## src/rtl/ctx_tlb_pkg.sv

```systemverilog
package ctx_tlb_pkg;
  typedef enum logic [0:0] {
    ST_IDLE = 1'b0,
    ST_WALK = 1'b1
  } tlb_state_e;
endpackage

```

## src/rtl/tlb_entry.sv

```systemverilog
module tlb_entry #(
  parameter int VPN_W  = 20,
  parameter int PFN_W  = 20,
  parameter int ASID_W = 8
) (
  input  logic              clk,
  input  logic              rst_n,
  input  logic [VPN_W-1:0]  lk_vpn,
  input  logic [ASID_W-1:0] lk_asid,
  output logic              lk_hit,
  input  logic              fl_all,
  input  logic              fl_id_en,
  input  logic [ASID_W-1:0] fl_id,
  input  logic              wr_en,
  input  logic              drop_en,
  input  logic [VPN_W-1:0]  wr_vpn,
  input  logic [ASID_W-1:0] wr_asid,
  input  logic [PFN_W-1:0]  wr_pfn,
  input  logic              wr_glb,
  output logic              same_key,
  output logic              valid,
  output logic [PFN_W-1:0]  pfn
);
  logic              vld_q, vld_d;
  logic              glb_q;
  logic [VPN_W-1:0]  vpn_q;
  logic [ASID_W-1:0] asid_q;
  logic [PFN_W-1:0]  pfn_q;
  logic              flush_hit;

  always_comb begin
    lk_hit    = vld_q && (vpn_q == lk_vpn) && (glb_q || (asid_q == lk_asid));
    same_key  = vld_q && (vpn_q == wr_vpn) && (glb_q || wr_glb || (asid_q == wr_asid));
    flush_hit = vld_q && !glb_q && (fl_all || (fl_id_en && (asid_q == fl_id)));
    vld_d     = vld_q;
    if (flush_hit || drop_en) vld_d = 1'b0;
    if (wr_en)                vld_d = 1'b1;
  end

  always_ff @(posedge clk or negedge rst_n) begin
    if (!rst_n) vld_q <= 1'b0;
    else        vld_q <= vld_d;
  end

  always_ff @(posedge clk or negedge rst_n) begin
    if (!rst_n) begin
      glb_q  <= 1'b0;
      vpn_q  <= '0;
      asid_q <= '0;
      pfn_q  <= '0;
    end else if (wr_en) begin
      glb_q  <= wr_glb;
      vpn_q  <= wr_vpn;
      asid_q <= wr_asid;
      pfn_q  <= wr_pfn;
    end
  end

  assign valid = vld_q;
  assign pfn   = pfn_q;

  // a global entry outlives any flush
  assert_global_kept_R6: assert property (@(posedge clk) disable iff (!rst_n)
    (vld_q && glb_q && !drop_en && (fl_all || fl_id_en)) |=> vld_q);

  // a selective flush of this entry's identifier removes it unless refilled
  assert_id_flush_drops_R7: assert property (@(posedge clk) disable iff (!rst_n)
    (vld_q && !glb_q && fl_id_en && (asid_q == fl_id) && !wr_en) |=> !vld_q);
endmodule

```

## src/rtl/tlb_victim.sv

```systemverilog
module tlb_victim #(
  parameter int N     = 16,
  parameter int IDX_W = $clog2(N)
) (
  input  logic             clk,
  input  logic             rst_n,
  input  logic [N-1:0]     valid,
  input  logic [N-1:0]     same_key,
  input  logic             fill,
  output logic [IDX_W-1:0] idx
);
  logic [IDX_W-1:0] rr_q, rr_d;
  logic [IDX_W-1:0] key_idx, free_idx;
  logic             any_key, any_free, use_rr;

  always_comb begin
    key_idx  = '0;
    free_idx = '0;
    for (int i = N - 1; i >= 0; i--) begin
      if (same_key[i]) key_idx  = IDX_W'(i);
      if (!valid[i])   free_idx = IDX_W'(i);
    end
    any_key  = |same_key;
    any_free = !(&valid);
    use_rr   = !any_key && !any_free;
    if (any_key)       idx = key_idx;
    else if (any_free) idx = free_idx;
    else               idx = rr_q;
    rr_d = rr_q;
    if (fill && use_rr) rr_d = (rr_q == IDX_W'(N - 1)) ? '0 : rr_q + 1'b1;
  end

  always_ff @(posedge clk or negedge rst_n) begin
    if (!rst_n) rr_q <= '0;
    else        rr_q <= rr_d;
  end

  // a replacement in a full array moves the pointer by exactly one
  assert_rr_step_R11: assert property (@(posedge clk) disable iff (!rst_n)
    (fill && use_rr) |=> (rr_q == (($past(rr_q) == IDX_W'(N - 1)) ? '0 : $past(rr_q) + 1'b1)));

  // with a free slot and nothing to reuse, the chosen slot is invalid
  assert_free_first_R11: assert property (@(posedge clk) disable iff (!rst_n)
    (fill && !any_key && any_free) |-> !valid[idx]);
endmodule

```

## src/rtl/tlb_ctrl.sv

```systemverilog
module tlb_ctrl
  import ctx_tlb_pkg::*;
#(
  parameter int VA_W   = 32,
  parameter int OFS_W  = 12,
  parameter int ASID_W = 8,
  parameter int PFN_W  = 20
) (
  input  logic                  clk,
  input  logic                  rst_n,
  input  logic                  req_valid,
  input  logic [VA_W-1:0]       req_vaddr,
  input  logic [ASID_W-1:0]     req_asid,
  output logic                  req_ready,
  input  logic                  flush_any,
  input  logic                  hit,
  input  logic [PFN_W-1:0]      hit_pfn,
  input  logic                  walk_rsp_valid,
  input  logic [PFN_W-1:0]      walk_rsp_pfn,
  input  logic                  walk_rsp_fault,
  output logic                  walk_req,
  output logic [VA_W-OFS_W-1:0] pend_vpn,
  output logic [ASID_W-1:0]     pend_asid,
  output logic                  fill_en,
  output logic                  rsp_valid,
  output logic [PFN_W+OFS_W-1:0] rsp_paddr,
  output logic                  rsp_fault
);
  localparam int PA_W = PFN_W + OFS_W;

  tlb_state_e        st_q, st_d;
  logic [VA_W-1:0]   pva_q;
  logic [ASID_W-1:0] pasid_q;
  logic              accept, walking, answered;
  logic              rv_d, rf_d;
  logic [PA_W-1:0]   rpa_d;
  logic              rv_q, rf_q;
  logic [PA_W-1:0]   rpa_q;

  always_comb begin
    walking   = (st_q == ST_WALK);
    req_ready = !walking && !flush_any;
    accept    = req_valid && req_ready;
    answered  = walking && walk_rsp_valid;
    fill_en   = answered && !walk_rsp_fault;

    st_d = st_q;
    case (st_q)
      ST_IDLE: if (accept && !hit) st_d = ST_WALK;
      ST_WALK: if (walk_rsp_valid) st_d = ST_IDLE;
      default: st_d = ST_IDLE;
    endcase

    rv_d  = (accept && hit) || answered;
    rf_d  = rf_q;
    rpa_d = rpa_q;
    if (accept && hit) begin
      rf_d  = 1'b0;
      rpa_d = {hit_pfn, req_vaddr[OFS_W-1:0]};
    end else if (answered) begin
      rf_d  = walk_rsp_fault;
      rpa_d = walk_rsp_fault ? '0 : {walk_rsp_pfn, pva_q[OFS_W-1:0]};
    end
  end

  always_ff @(posedge clk or negedge rst_n) begin
    if (!rst_n) begin
      st_q <= ST_IDLE;
      rv_q <= 1'b0;
      rf_q <= 1'b0;
      rpa_q <= '0;
    end else begin
      st_q <= st_d;
      rv_q <= rv_d;
      rf_q <= rf_d;
      rpa_q <= rpa_d;
    end
  end

  always_ff @(posedge clk or negedge rst_n) begin
    if (!rst_n) begin
      pva_q   <= '0;
      pasid_q <= '0;
    end else if (accept) begin
      pva_q   <= req_vaddr;
      pasid_q <= req_asid;
    end
  end

  assign walk_req  = walking;
  assign pend_vpn  = pva_q[VA_W-1:OFS_W];
  assign pend_asid = pasid_q;
  assign rsp_valid = rv_q;
  assign rsp_fault = rf_q;
  assign rsp_paddr = rpa_q;

  // an accepted hit answers in the next cycle without fault
  assert_hit_answers_R2: assert property (@(posedge clk) disable iff (!rst_n)
    (accept && hit) |=> (rsp_valid && !rsp_fault && !walk_req));

  // an accepted miss starts a walk and blocks further requests
  assert_miss_walks_R3: assert property (@(posedge clk) disable iff (!rst_n)
    (accept && !hit) |=> (walk_req && !req_ready && !rsp_valid));

  // the walker answer ends the walk and produces a result
  assert_walk_done_R3: assert property (@(posedge clk) disable iff (!rst_n)
    (walk_req && walk_rsp_valid) |=> (rsp_valid && !walk_req));

  // no request is taken while a flush is applied
  assert_flush_stall_R8: assert property (@(posedge clk) disable iff (!rst_n)
    flush_any |-> !req_ready);

  // a fault result carries a zero address
  assert_fault_zero_R10: assert property (@(posedge clk) disable iff (!rst_n)
    (rsp_valid && rsp_fault) |-> (rsp_paddr == '0));
endmodule

```

## src/rtl/ctx_tlb.sv

```systemverilog
module ctx_tlb
  import ctx_tlb_pkg::*;
#(
  parameter int VA_W    = 32,
  parameter int PA_W    = 32,
  parameter int OFS_W   = 12,
  parameter int ASID_W  = 8,
  parameter int ENTRIES = 16
) (
  input  logic                   clk,
  input  logic                   rst_n,
  input  logic                   req_valid,
  output logic                   req_ready,
  input  logic [VA_W-1:0]        req_vaddr,
  input  logic [ASID_W-1:0]      req_asid,
  output logic                   rsp_valid,
  output logic [PA_W-1:0]        rsp_paddr,
  output logic                   rsp_fault,
  output logic                   walk_req,
  output logic [VA_W-OFS_W-1:0]  walk_vpn,
  output logic [ASID_W-1:0]      walk_asid,
  input  logic                   walk_rsp_valid,
  input  logic [PA_W-OFS_W-1:0]  walk_rsp_pfn,
  input  logic                   walk_rsp_global,
  input  logic                   walk_rsp_fault,
  input  logic                   flush_all,
  input  logic                   flush_by_id,
  input  logic [ASID_W-1:0]      flush_id
);
  localparam int VPN_W = VA_W - OFS_W;
  localparam int PFN_W = PA_W - OFS_W;
  localparam int IDX_W = $clog2(ENTRIES);

  logic [ENTRIES-1:0] hit_vec, key_vec, vld_vec, wr_vec, drop_vec;
  logic [PFN_W-1:0]   pfn_arr [ENTRIES];
  logic [PFN_W-1:0]   hit_pfn;
  logic               hit, fill_en, flush_any;
  logic [IDX_W-1:0]   vic_idx;
  logic [VPN_W-1:0]   pend_vpn;
  logic [ASID_W-1:0]  pend_asid;

  assign flush_any = flush_all || flush_by_id;

  generate
    for (genvar g = 0; g < ENTRIES; g++) begin : g_slot
      assign wr_vec[g]   = fill_en && (vic_idx == IDX_W'(g));
      assign drop_vec[g] = fill_en && key_vec[g] && (vic_idx != IDX_W'(g));

      tlb_entry #(
        .VPN_W  (VPN_W),
        .PFN_W  (PFN_W),
        .ASID_W (ASID_W)
      ) u_entry (
        .clk      (clk),
        .rst_n    (rst_n),
        .lk_vpn   (req_vaddr[VA_W-1:OFS_W]),
        .lk_asid  (req_asid),
        .lk_hit   (hit_vec[g]),
        .fl_all   (flush_all),
        .fl_id_en (flush_by_id),
        .fl_id    (flush_id),
        .wr_en    (wr_vec[g]),
        .drop_en  (drop_vec[g]),
        .wr_vpn   (pend_vpn),
        .wr_asid  (pend_asid),
        .wr_pfn   (walk_rsp_pfn),
        .wr_glb   (walk_rsp_global),
        .same_key (key_vec[g]),
        .valid    (vld_vec[g]),
        .pfn      (pfn_arr[g])
      );
    end
  endgenerate

  always_comb begin
    hit_pfn = '0;
    for (int i = 0; i < ENTRIES; i++) begin
      if (hit_vec[i]) hit_pfn = hit_pfn | pfn_arr[i];
    end
    hit = |hit_vec;
  end

  tlb_victim #(
    .N     (ENTRIES),
    .IDX_W (IDX_W)
  ) u_victim (
    .clk      (clk),
    .rst_n    (rst_n),
    .valid    (vld_vec),
    .same_key (key_vec),
    .fill     (fill_en),
    .idx      (vic_idx)
  );

  tlb_ctrl #(
    .VA_W   (VA_W),
    .OFS_W  (OFS_W),
    .ASID_W (ASID_W),
    .PFN_W  (PFN_W)
  ) u_ctrl (
    .clk            (clk),
    .rst_n          (rst_n),
    .req_valid      (req_valid),
    .req_vaddr      (req_vaddr),
    .req_asid       (req_asid),
    .req_ready      (req_ready),
    .flush_any      (flush_any),
    .hit            (hit),
    .hit_pfn        (hit_pfn),
    .walk_rsp_valid (walk_rsp_valid),
    .walk_rsp_pfn   (walk_rsp_pfn),
    .walk_rsp_fault (walk_rsp_fault),
    .walk_req       (walk_req),
    .pend_vpn       (pend_vpn),
    .pend_asid      (pend_asid),
    .fill_en        (fill_en),
    .rsp_valid      (rsp_valid),
    .rsp_paddr      (rsp_paddr),
    .rsp_fault      (rsp_fault)
  );

  assign walk_vpn  = pend_vpn;
  assign walk_asid = pend_asid;

  // no lookup ever matches more than one entry
  assert_single_match_R9: assert property (@(posedge clk) disable iff (!rst_n)
    $onehot0(hit_vec));

  // a faulting walker answer writes no entry
  assert_fault_no_fill_R10: assert property (@(posedge clk) disable iff (!rst_n)
    (walk_rsp_valid && walk_rsp_fault) |-> (wr_vec == '0));
endmodule

```

## config.mk

```make
export PLATFORM = sky130hd
export DESIGN_NAME = ctx_tlb
export DESIGN_NICKNAME = d
export VERILOG_FILES = /design/src/rtl/ctx_tlb_pkg.sv /design/src/rtl/tlb_entry.sv /design/src/rtl/tlb_victim.sv /design/src/rtl/tlb_ctrl.sv /design/src/rtl/ctx_tlb.sv
export SDC_FILE = /design/constraint.sdc
export NUM_CORES = 2
export LEC_CHECK = 0
export BUFFER_PORTS_ARGS = -buffer_cell sky130_fd_sc_hd__buf_2
export CORE_AREA = 2 2 332 252
export CTS_CLUSTER_SIZE = 16
export DETAILED_ROUTE_END_ITERATION = 16
export DIE_AREA = 0 0 334 254
export MAX_ROUTING_LAYER = met4
export PLACE_DENSITY_LB_ADDON = 0.05
export SLEW_MARGIN = 25
export SYNTH_ARGS = -nofsm -noshare
export SYNTH_HDL_FRONTEND = slang
export SYNTH_SLANG_ARGS = --single-unit
```

## constraint.sdc

```tcl
create_clock -name clk -period 5.55 [get_ports clk]
set_clock_uncertainty 0.15 [all_clocks]
set_input_delay 0.2775 -clock clk [delete_from_list [all_inputs] [get_ports clk]]
set_output_delay 0.2775 -clock clk [all_outputs]
set_load 0.03 [all_outputs]
```

=== Yosys cells after proc, flatten, opt, wreduce, memory -nomap -nowiden ===
Index checks and enable logic that the tools add are counted.

* Flip-flop bits (word level): 879
* Input bits: 76
* Output and inout bits: 64
* Logic and storage cells: 599

* Add/sub/neg operators: 1
* Equal/unequal tests: 111
* Multiplexer cells: 91
* Bitwise operators: 16
* Reduce and logical (&&, ||, !) cells: 293

{| class="wikitable"
|+ Operators with widths
! operator !! count
|-
| 20-bit == test || 32
|-
| 8-bit == test || 48
|-
| 20-bit 2-to-1 mux || 16
|-
| 20-bit bitwise OR || 15
|-
| 1-bit logical AND || 168
|-
| 4-bit 2-to-1 mux || 35
|-
| 32-bit 2-to-1 mux || 3
|-
| 1-bit logical OR || 82
|-
| 4-bit == test (second input constant) || 9
|-
| 1-bit 2-to-1 mux || 36
|-
| 2-bit nonzero test || 17
|-
| 4-bit != test (second input constant) || 8
|-
| 16-bit OR reduction || 2
|-
| 1-bit zero test || 21
|-
| 4-bit by 3-bit == test with 1-bit output (second input constant) || 4
|-
| 4-bit by 3-bit != test with 1-bit output (second input constant) || 4
|-
| 16-bit AND reduction || 1
|-
| 4-bit by 2-bit == test with 1-bit output (second input constant) || 2
|-
| 4-bit by 2-bit != test with 1-bit output (second input constant) || 2
|-
| 4-bit by 1-bit adder with 4-bit output (second input constant) || 1
|-
| 4-bit by 1-bit == test with 1-bit output (second input constant) || 1
|-
| 4-bit zero test || 1
|-
| 4-bit by 1-bit != test with 1-bit output (second input constant) || 1
|-
| 4-bit nonzero test || 1
|-
| other kinds (2) || 2
|}

=== Longest topological paths before layout ===
* Depth in word-level cells: 35
* Depth in mapped cells: 16
* Gate-level depth less buffers: 10

=== Cells and area by module ===
Synthesis repeated with hierarchy kept, for this count alone.

* Cell total of the unflattened synthesis: 3,787
* Area total of the unflattened synthesis: 47,080.2 um^2

{| class="wikitable"
|+ By module, submodules not included
! module !! instances !! cells an instance !! area each (um^2) !! seq. area each (um^2)
|-
| tlb_entry || 16 || 197 || 2,562.5 || 1,251.2
|-
| tlb_ctrl || 1 || 271 || 3,344.5 || 1,876.8
|-
| ctx_tlb || 1 || 284 || 2,128.3 || 0.0
|-
| tlb_victim || 1 || 80 || 608.1 || 100.1
|}

=== Worst setup path after synthesis ===
No wires, ideal clock.

* Kind: register to register
* From: reg u_ctrl.pasid_q[3] (netlist: u_ctrl.pend_asid[3])
* To: reg g_slot[13].u_entry.glb_q
* Library setup time: 0.128 ns
* Arrival time: 3.557 ns
* Data required time: 5.272 ns
* Setup slack: 1.715 ns
* Stages on the path, launching flop included: 13
* Path buffers: 2
* Clock period less this slack: 3.835 ns
* Cell sequence: dfrtp_1 -> buf_2 -> xor2_1 -> nor4_1 -> a211oi_1 -> or4_1 -> nand4_1 -> o2111ai_1 -> a311oi_2 -> nand2_1 -> nor3b_2 -> buf_4 -> mux2_1

* Word-level cells in the longest chain between the ends: 22
* Elaborated cells on any way between the ends: 68
* Those cells by class: eq/ne: 17; mux: 17; reduce/logical: 34

{| class="wikitable"
|+ Ends and longest elaborated chain
! element !! line !! RTL
|-
| from (decl) || tlb_ctrl.sv:33 || <nowiki>logic [ASID_W-1:0] pasid_q;</nowiki>
|-
| from (signal assigned) || tlb_ctrl.sv:86 || <nowiki>pasid_q <= req_asid;</nowiki>
|-
| 8-bit == test || tlb_entry.sv:33 || <nowiki>same_key = vld_q && (vpn_q == wr_vpn) && (glb_q || wr_glb || (asid_q == wr_asid));</nowiki>
|-
| 1-bit logical OR || tlb_entry.sv:33 ||
|-
| 1-bit logical AND || tlb_entry.sv:33 ||
|-
| 4-bit 2-to-1 mux (16 in series) || tlb_victim.sv:20 || <nowiki>if (same_key[i]) key_idx = IDX_W'(i);</nowiki>
|-
| 4-bit 2-to-1 mux * || tlb_victim.sv:26 || <nowiki>if (any_key) idx = key_idx;</nowiki>
|-
| 4-bit == test * || ctx_tlb.sv:46 || <nowiki>assign wr_vec[g] = fill_en && (vic_idx == IDX_W'(g));</nowiki>
|-
| 1-bit logical AND * || ctx_tlb.sv:46 ||
|-
| to (signal assigned) || tlb_entry.sv:52 || <nowiki>glb_q <= wr_glb;</nowiki>
|-
| to (decl) || tlb_entry.sv:25 || <nowiki>logic glb_q;</nowiki>
|}

Every way passes the cells marked *; elsewhere a longest branch is shown, timed or not.
A chain may end at the register's enable or synchronous reset.

=== Final worst setup path ===
* From: reg u_ctrl.pasid_q[2] (netlist: u_ctrl.pend_asid[2])
* To: reg g_slot[8].u_entry.vpn_q[13]

* Word-level cells in the longest chain between the ends: 22
* Elaborated cells on any way between the ends: 68
* Those cells by class: eq/ne: 17; mux: 17; reduce/logical: 34

{| class="wikitable"
|+ Ends and longest elaborated chain
! element !! line !! RTL
|-
| 8-bit == test || tlb_entry.sv:33 ||
|-
| 1-bit logical OR || tlb_entry.sv:33 ||
|-
| 1-bit logical AND || tlb_entry.sv:33 ||
|-
| 4-bit 2-to-1 mux (16 in series) || tlb_victim.sv:20 ||
|-
| 4-bit 2-to-1 mux * || tlb_victim.sv:26 ||
|-
| 4-bit == test * || ctx_tlb.sv:46 ||
|-
| 1-bit logical AND * || ctx_tlb.sv:46 ||
|-
| to (signal assigned) || tlb_entry.sv:53 || <nowiki>vpn_q <= wr_vpn;</nowiki>
|-
| to (decl) || tlb_entry.sv:26 || <nowiki>logic [VPN_W-1:0] vpn_q;</nowiki>
|}

Marked as above.

==> impl_metrics.ini <==
[outcome]
outcome = completed

[worst_setup_path]
crit_arrival_ps = 5580
crit_path_max_fanout = 40
timing.critical_path.buf_inv = 3
critPathMostFrequentCell = buf_4
startpoint_type = flop
worst_path_max_delay_cell = dfrtp_2
worst_path_largest_cell_delay_ps = 720
crit_family = simple AND/OR/NAND/NOR gates
cp_cell_sequence = buf_4 > xor2_1 > nor4_1 > a211oi_1 > or4_1 > nand3b_1 > o221ai_1 > o41ai_2 > o21ai_2 > buf_4 > nor3b_4 > buf_12 > mux2_2
crit_type = flop to flop
critPathRequiredTime_ps = 5970
setup.worst_path.end_class = flop

[yosys]
yosysSeqAreaShare = 0.453
synth_edf_count = 0
synth.cell_area_um2 = 48500
synthesis.instances = 4151
synth_cell_type_count = 66
yosys_register_bits = 879
ys_async_sr_fraction = 1.00
synth_top_flop_cell = dfrtp_1
synth.net_count = 4228
syn_area_per_cell_um2 = 11.7
ys_warn_count = 0

[pwr]
power.leakage_uw = 0.0259
vdd_ir_drop_max_mv = 0.268
power_per_cell_area_nw_per_um2 = 327

[drt]
dr.first_iter.drc_count = 3620
wire_per_inst_um = 29.9
postRouteAntennaNets = 0
route.detailed.vias_per_inst = 6.48
routed_wirelength_um = 162000
drt_pre_antenna_iters = 5
detailroute.via_count = 35073
drcViolationCount = 0

[cells_and_area]
final_cell_mix = dfrtp_1, mux2_2, xor2_1
layout.cells.most_common = dfrtp_1
multi_input_comb_area_um2 = 24900
final_nets = 4340
final_area_um2 = 54800
layoutNonFillerInstCount = 5410
sequential_cell_area_um2 = 22000
fillCellCount = 6306
area_delta_synth_final_pct = 13.0
drive_gt1_frac = 0.306

[timing]
finalWorstPathRequiredPeriod_ps = 5150
report.final.slew_viol_count = 0
rsz_0062_raised_after_global_routing = no
timing.final.hold_violations = 0
final_hold_slack_ps = 62.4
clock.fmax_mhz = 194
fin_setup_tns_ps = 0
fin_ws_ps = 395
tightest_slew_ps = 1200
timing.final.crit_share = 0.929
setup_violations = 0
slew_headroom = 0.193

[placement]
hpwl_reported_at_the_end_of_detailed_placement_um = 106000
post_dp_cell_area_um2 = 51100
finalWeightedCongestion = 0.990
place_worst_setup_slack_ps = 468
placed_cells = 5201
place.port_buffers = 139

[floorplanning]
start_util = 0.596
height_of_the_die_um = 254
fp-row-count = 91
dieWidth_um = 334
die_area_um2 = 84800
core_um2 = 81500
floorplan.io_pins = 140

[cts]
postCtsSetupRepairBufs = 0
cts.clk_slew.worst_paths_ps = 60
clock_tree.root_cell = clkbuf_16
cts.sinks = 879
ctsHtreeMaxLevel = 3
cts-buffers-inserted = 90
cts.path.max_buffers = 3
worstSkewPairLatency_ps = 690
tritoncts = done

[grt]
pin_count_of_the_biggest_net_entering_global_routing = 187
number_of_global_route_vias_before_repair = 34025
grt_first_pass_wirelength_um = 238000
grt.overflow.total = 0
grt_usage = 0.393
antenna_violations_before_repair = 2

[hold_path]
worstHoldPathType = input pin to asynchronous set/reset pin

[job]
drv.max_cap_violation_count = 0
## routing by layer
metal  part of all wire  global-route usage
met2               0.43               0.570
met4              0.030               0.101
met5                  0                   -
met1               0.44               0.565
met3              0.093              0.0807
## Yosys cell counts (3+ instances only)
master	n	area [µm²]
nand4b_1	4	35.0
nor4_2	4	50.1
mux2_2	737	8300
a22oi_1	81	608
a31oi_1	19	119
o21bai_1	10	75.1
mux2_1	88	991
o21ai_0	48	240
nor2_1	55	206
inv_1	12	45.0
and2_1	3	18.8
or2_2	7	43.8
buf_1	16	60.1
nand2b_1	3	18.8
buf_2	106	531
a211oi_1	9	67.6
a221oi_1	40	350
a22o_1	40	350
a221o_1	9	90.1
nand3_1	105	526
nor3b_2	5	62.6
buf_4	73	548
o221ai_1	6	52.6
nor3b_1	11	82.6
nand4_1	136	851
nand2_1	110	413
nor3_1	43	215
xor2_1	627	5490
xnor2_1	398	3490
and3_1	12	75.1
o211ai_1	21	158
dfrtp_1	879	22000
clkbuf_1	177	664
or4_1	11	82.6
nor4_1	184	1150
a21oi_1	24	120
nor4b_1	4	35.0
## flip-flops by register name, summed over array words and instances (netlist names)
| signal | cells |
|---|---|
| g_slot.u_entry.asid_q | 128 |
| g_slot.u_entry.glb_q | 16 |
| g_slot.u_entry.pfn | 320 |
| g_slot.u_entry.valid | 16 |
| g_slot.u_entry.vpn_q | 320 |
| u_ctrl.pend_asid | 8 |
| u_ctrl.pva_q | 32 |
| u_ctrl.rsp_fault | 1 |
| u_ctrl.rsp_paddr | 32 |
| u_ctrl.rsp_valid | 1 |
| u_ctrl.walk_req | 1 |
| u_victim.rr_q | 4 |
## final timing paths
check	startpoint	end	slack, ps	cells after the start
max reg2reg	u_ctrl.pend_asid[2]$_DFFE_PN0P_	g_slot[8].u_entry.vpn_q[13]$_DFFE_PN0P_	400	13
max	u_ctrl.pend_asid[2]$_DFFE_PN0P_	g_slot[8].u_entry.vpn_q[13]$_DFFE_PN0P_	400	13
min reg2reg	g_slot[13].u_entry.pfn[12]$_DFFE_PN0P_	g_slot[13].u_entry.pfn[12]$_DFFE_PN0P_	340	1
max in group asynchronous	rst_n	g_slot[9].u_entry.pfn[7]$_DFFE_PN0P_	3620	4
min in group clk	req_asid[0]	u_ctrl.pend_asid[0]$_DFFE_PN0P_	80	2
min	rst_n	g_slot[12].u_entry.vpn_q[18]$_DFFE_PN0P_	60	2
## final cells by class
cell class,instances,share of cell area
inverters,12,0.000821
multi-input cells,2888,0.454
diodes,2,0.0000913
repair buffers,392,0.0576
clock buffers,119,0.0463
well taps,1069,0.0244
clock inverters,49,0.0150
flip-flops and latches,879,0.402
## timing repair
item / CTS / global route
hold endpoints to repair: 435 / 0
hold buffers: 37 / 0
gates resized for setup: 0 / 0
## per-stage QoR
step	util	power, µW
global route	0.673	18500
finish	0.673	17900
global placement	0.626	11000
floorplan	-	9610
detailed placement	0.626	11000
CTS	0.672	17900
## power by group
group          total, µW  leakage [µW]  internal [µW]  switching, µW
Clock               6930       0.00165           4140           2790
Combinational       3620        0.0122           1420           2190
Sequential          7380        0.0120           6770            615
## cell families after synthesis
kind of cell    Yosys count  synth area share
xor+xnor               1025             0.185
flops                   879             0.453
mux                     825             0.191
simple gates            713            0.0829
buf+inv                 384            0.0381
compound gates          324            0.0494
fa+ha+maj                 1          0.000258
Note: power is estimated with default switching activity, not from simulation.
